**src/rtl/balcode_alu.sv**
```systemverilog
module balcode_alu #(
  parameter int NBITS = 8
) (
  input  logic               clk,
  input  logic               rst_n,
  input  logic               in_valid,
  output logic               in_ready,
  input  logic [2:0]         op,
  input  logic [NBITS*4-1:0] a_word,
  input  logic [1:0]         a_type,
  input  logic [NBITS*4-1:0] b_word,
  input  logic [1:0]         b_type,
  input  logic [NBITS-1:0]   plain_in,
  input  logic [1:0]         want_type,
  output logic               out_valid,
  input  logic               out_ready,
  output logic [NBITS*4-1:0] res_word,
  output logic [1:0]         res_type,
  output logic [NBITS-1:0]   plain_out,
  output logic               reject,
  output logic               bad_group
);
  localparam int W = NBITS * 4;
  localparam logic [W-1:0] FILL_0011 = {NBITS{4'b0011}};
  localparam logic [W-1:0] FILL_1010 = {NBITS{4'b1010}};
  localparam logic [W-1:0] FILL_0001 = {NBITS{4'b0001}};
  localparam logic [2:0] OP_ENC = 3'd0, OP_DEC = 3'd1, OP_CONV = 3'd2,
                         OP_XOR = 3'd3, OP_NOT = 3'd4, OP_AND = 3'd5;

  function automatic logic [3:0] tmask(input logic [1:0] t);
    case (t)
      2'd2:    tmask = 4'b0110;
      2'd3:    tmask = 4'b1100;
      default: tmask = 4'b0000;
    endcase
  endfunction

  logic [W-1:0]     enc_w, conv_w, and_w, next_word;
  logic [NBITS-1:0] dec_bits, grp_ok;
  logic [1:0]       next_type;
  logic             ok, upd_word, upd_plain, accept, a_ok, b_ok, w_ok;

  assign in_ready = !out_valid || out_ready;
  assign accept   = in_valid && in_ready;
  assign a_ok     = a_type != 2'd0;
  assign b_ok     = b_type != 2'd0;
  assign w_ok     = want_type != 2'd0;

  for (genvar i = 0; i < NBITS; i++) begin : g_grp
    logic [3:0] norm;
    assign norm              = a_word[4*i +: 4] ^ tmask(a_type);
    assign enc_w[4*i +: 4]   = (plain_in[i] ? 4'b0101 : 4'b1010) ^ tmask(want_type);
    assign conv_w[4*i +: 4]  = norm ^ tmask(want_type);
    assign dec_bits[i]       = norm == 4'b0101;
    assign grp_ok[i]         = (norm == 4'b0101) || (norm == 4'b1010);

    p_group_weight_r9: assert property (@(posedge clk) disable iff (!rst_n)
      $countones(res_word[4*i +: 4]) == 2);
  end

  assign and_w = (a_word & b_word) ^ (a_word | FILL_0011)
               ^ ((b_word & FILL_1010) | FILL_0001);

  always_comb begin
    ok        = 1'b0;
    upd_word  = 1'b0;
    upd_plain = 1'b0;
    next_word = res_word;
    next_type = res_type;
    case (op)
      OP_ENC:  begin ok = w_ok; upd_word = 1'b1; next_word = enc_w; next_type = want_type; end
      OP_DEC:  begin ok = a_ok; upd_plain = &grp_ok; end
      OP_CONV: begin ok = a_ok && w_ok; upd_word = 1'b1; next_word = conv_w; next_type = want_type; end
      OP_XOR:  begin ok = a_ok && b_ok && (a_type != b_type); upd_word = 1'b1;
                     next_word = a_word ^ b_word; next_type = a_type ^ b_type; end
      OP_NOT:  begin ok = a_ok; upd_word = 1'b1; next_word = ~a_word; next_type = a_type; end
      OP_AND:  begin ok = (a_type == 2'd1) && (b_type == 2'd2); upd_word = 1'b1;
                     next_word = and_w; next_type = 2'd1; end
      default: ok = 1'b0;
    endcase
  end

  always_ff @(posedge clk) begin
    if (!rst_n) begin
      out_valid <= 1'b0;
      res_word  <= FILL_1010;
      res_type  <= 2'd1;
      plain_out <= '0;
      reject    <= 1'b0;
      bad_group <= 1'b0;
    end else if (accept) begin
      out_valid <= 1'b1;
      reject    <= !ok;
      bad_group <= ok && (op == OP_DEC) && !(&grp_ok);
      if (ok && upd_word) begin
        res_word <= next_word;
        res_type <= next_type;
      end
      if (ok && upd_plain) plain_out <= dec_bits;
    end else if (out_ready) begin
      out_valid <= 1'b0;
    end
  end

  p_type_legal_r1: assert property (@(posedge clk) disable iff (!rst_n)
    res_type != 2'd0);
  p_hold_r10: assert property (@(posedge clk) disable iff (!rst_n)
    out_valid && !out_ready |=> out_valid && $stable(res_word) && $stable(res_type)
                                && $stable(plain_out) && $stable(reject));
  p_reject_keeps_r8: assert property (@(posedge clk) disable iff (!rst_n)
    accept && !ok |=> reject && $stable(res_word) && $stable(res_type) && $stable(plain_out));
  p_bad_keeps_r3: assert property (@(posedge clk) disable iff (!rst_n)
    accept && op == OP_DEC && a_ok && !(&grp_ok) |=> bad_group && $stable(plain_out)
                                                    && $stable(res_word));
  p_and_type_r7: assert property (@(posedge clk) disable iff (!rst_n)
    accept && op == OP_AND && ok |=> res_type == 2'd1);
  p_xor_third_r5: assert property (@(posedge clk) disable iff (!rst_n)
    accept && op == OP_XOR && ok |=> res_type == $past(a_type ^ b_type));
endmodule

```
**config.mk**
```make
export PLATFORM = sky130hd
export DESIGN_NAME = balcode_alu
export DESIGN_NICKNAME = d
export VERILOG_FILES = /design/src/rtl/balcode_alu.sv
export SDC_FILE = /design/constraint.sdc
export NUM_CORES = 1
export LEC_CHECK = 0
export BUFFER_PORTS_ARGS = -buffer_cell sky130_fd_sc_hd__buf_2
export CORE_MARGIN = 2
export CORE_UTILIZATION = 30
export DETAILED_ROUTE_END_ITERATION = 8
export GPL_TIMING_DRIVEN = 0
export REMOVE_ABC_BUFFERS = 1
export SYNTH_ARGS = -nofsm -noshare
export SYNTH_HDL_FRONTEND = slang
export SYNTH_SLANG_ARGS = --single-unit
```
**constraint.sdc**
```tcl
create_clock -name clk -period 5.1 [get_ports clk]
set_input_delay 0 -clock clk [delete_from_list [all_inputs] [get_ports clk]]
set_output_delay 0 -clock clk [all_outputs]
set_load 0.05 [all_outputs]
```
==> run summary <==
Proportion of layout cells with a drive suffix above 1 - 0.219
Starting Density - 0.303
Gpl congestion - 0.783
Prevailing post-synth register cell - dfxtp_1
Fmax - 312 MHz
Post-CTS Setup Inserts - 0
N_diodes - 0
Clk slew on worst S/H paths - 0.06 ns
Crit-path max FO - 64
Hold-critical path depth - 3
RSZ-0062 raised after global routing - no
Reg2reg path depth - 9
PortBufs - 130
VDD IR-drop max - 0.115 mV
Pre-CTS WS - 1.44 ns
Total Nets Final - 846
DP HPWL - 11500 µm
Slowest-stage cell, CP - nand3_1
Pin count of the biggest net entering global routing - 65
Top cells by count, synth - 75 x a21oi_1, 45 x dfxtp_1, 44 x clkbuf_1
P&R area growth vs syn - 20.1%
Fill count - 1736
Most frequent cell after synthesis - a21oi_1
Post-synth top area share - 0.190
Leakage power - 0.00236 µW
Final wirelength - 16600 µm
Hold Vio Cnt, Final - 0
Post-route ant nets - 0
Die area - 0.0169 mm²
Total track usage - 0.194
Worst Setup Path Type - input pin to register
Crit end category - register
Arrival time at the worst endpoint - 3.36 ns
CTS tree - yes
CP Cell Sequence - buf_2 > nand3_1 > nand2_1 > nor2_1 > a221oi_1 > a211oi_1
Max cap viols - 0
Synth Cell Area - 0.00475 mm²
First-pass GRT wire length - 25300 µm
Fraction of registers with async set/reset - 0
Fin util - 0.365
# DRC - 0
PwrDens - 202 mW/mm²
GRT overflow - 0
Clk sink count - 45
Final cell count without fillers - 946
Fin. max-slew vios - 0
Synth Area per Inst - 7.42 µm²
IO Count - 131
Period utilization - 0.628
Post-synth EDFFs - 0
DRT Pass-1 Iters - 5
Post-route worst setup slack - 1.89 ns
Fin crit period - 3.21 ns
Yosys cell types - 52
Via-to-Cell Ratio - 5.32
Worst Skew - 0.00789 ns
WL per Instance - 17.5 µm
CP Buf/Inv Count - 1
CTS root buf - clkbuf_16
Vias in the first global route - 4590
Cell Rows - 46
CTS H-Tree Depth - 2
Worst-skew pair later-pin latency - 0.31 ns
FF+latch count, synth - 45
Synth area leaders - dfxtp_1 19%, ha_1 8.4%, a21oi_1 7.9%
CP Launch Type - input pin
Ys Warns - 0
Via Count - 5033
Setup violators final - 0
Delay-heaviest family, CP - simple AND/OR/NAND/NOR gates
Max-slew headroom - 0.154
Post-synthesis sequential area ratio - 0.190
Synth Instances - 640
Bufs on Longest Clock Path - 2
Die H - 130 µm
Area leader, netlist - dfxtp_1
Status - complete, no violations
TritonCTS Buffers - 5
WP depth - 6
DR iter-0 viols - 323
Die W - 130 µm
Total negative setup slack - 0 ns
Required @ worst endpoint - 5.25 ns
Core footprint - 0.0157 mm²
Cell count after placement - 937
Initial antenna violation count - 0
Worst min path class - input pin to register
Measured slew at the worst slew-check pin - 1.27 ns
Max incr delay on CP - 1.01 ns
==> power by group <==
| group | total, µW | switching (µW) | leakage [µW] | internal, µW |
|---|---|---|---|---|
| clock network | 342 | 159 | 0.0000652 | 183 |
| logic | 437 | 281 | 0.00193 | 155 |
| registers | 376 | 7.63 | 0.000367 | 369 |
==> worst min-delay path: stages <==
cell and delay [ns]:
buf_2 0.15, nand3_1 0.08, mux2i_1 0.06
==> logic make-up (layout without fill, tap and decap cells) <==
family,Yosys count,in the layout,share of synthesized area
and+or+nand+nor,193,193,0.235
DFF,45,45,0.190
xor gates and xnor gates,51,51,0.0940
adders and majority gates,32,32,0.0843
AOI/OAI and AO/OA,195,195,0.263
muxes,26,26,0.0550
buffers and inverters,98,188,0.0793
==> layer usage <==
metal / GRT usage / vias to the layer above / wire (µm) / part of all wire
met3: 0.0353 / 22 / 843 / 0.051
li1: - / 2521 / - / -
met5: 0 / - / 0 / 0
met1: 0.253 / 2337 / 7730 / 0.47
met4: 0.0633 / 0 / 288 / 0.017
met2: 0.326 / 153 / 7730 / 0.47
==> metrics by stage <==
stage	hold slack, ns	total power, µW	cell area [µm²]
floorplan	0.0619	654	4520
global placement	0.270	810	5440
detailed placement	0.279	819	5560
CTS	0.0197	1170	5710
global route	0.0532	1220	5710
finish	0.0377	1150	5710
==> layout make-up <==
type                    count  area, µm²  share of cell area
clock buffers               8        136              0.0239
well taps                 216        270              0.0473
flip-flops and latches     45        901               0.158
multi-input cells         497       3490               0.612
repair buffers            142        766               0.134
inverters                  38        143              0.0250
==> registers in the layout, summed over array words and instances (netlist names) <==
register,cells
res_word,32
plain_out,8
res_type,2
bad_group,1
out_valid,1
reject,1
==> placed cells by master, fill, tap and decap left out, drive strengths merged, types with 9 or more instances in the layout <==
cell type and n:
nor2 40, nor3 20, xor2 13, nor4bb 22
nor3b 9, a211oi 17, o21ai 28, xnor2 38
nand2 39, dfxtp 45, o22ai 12, a221oi 11
nand3 14, ha 32, buf 141, a21oi 75
nor2b 17, a22oi 13, mux2i 25, inv 38
==> repair_timing <==
| action | 4_1_cts | 5_1_grt |
|---|---|---|
| hold buffers | 1 | 0 |
| endpoints found under the hold margin | 1 | 0 |
| resized for setup | 0 | 0 |
==> path summary, 6_finish.rpt <==
kind / slack [ns] / endpoint / from
max: 1.89 / res_word[8] / op[0]
min: 0.04 / plain_out[7] / a_word[28]
max reg2reg: 2.86 / res_word[18] / out_valid
min reg2reg: 0.46 / plain_out[1] / plain_out[1]
Power figures use the tool's default switching activity.
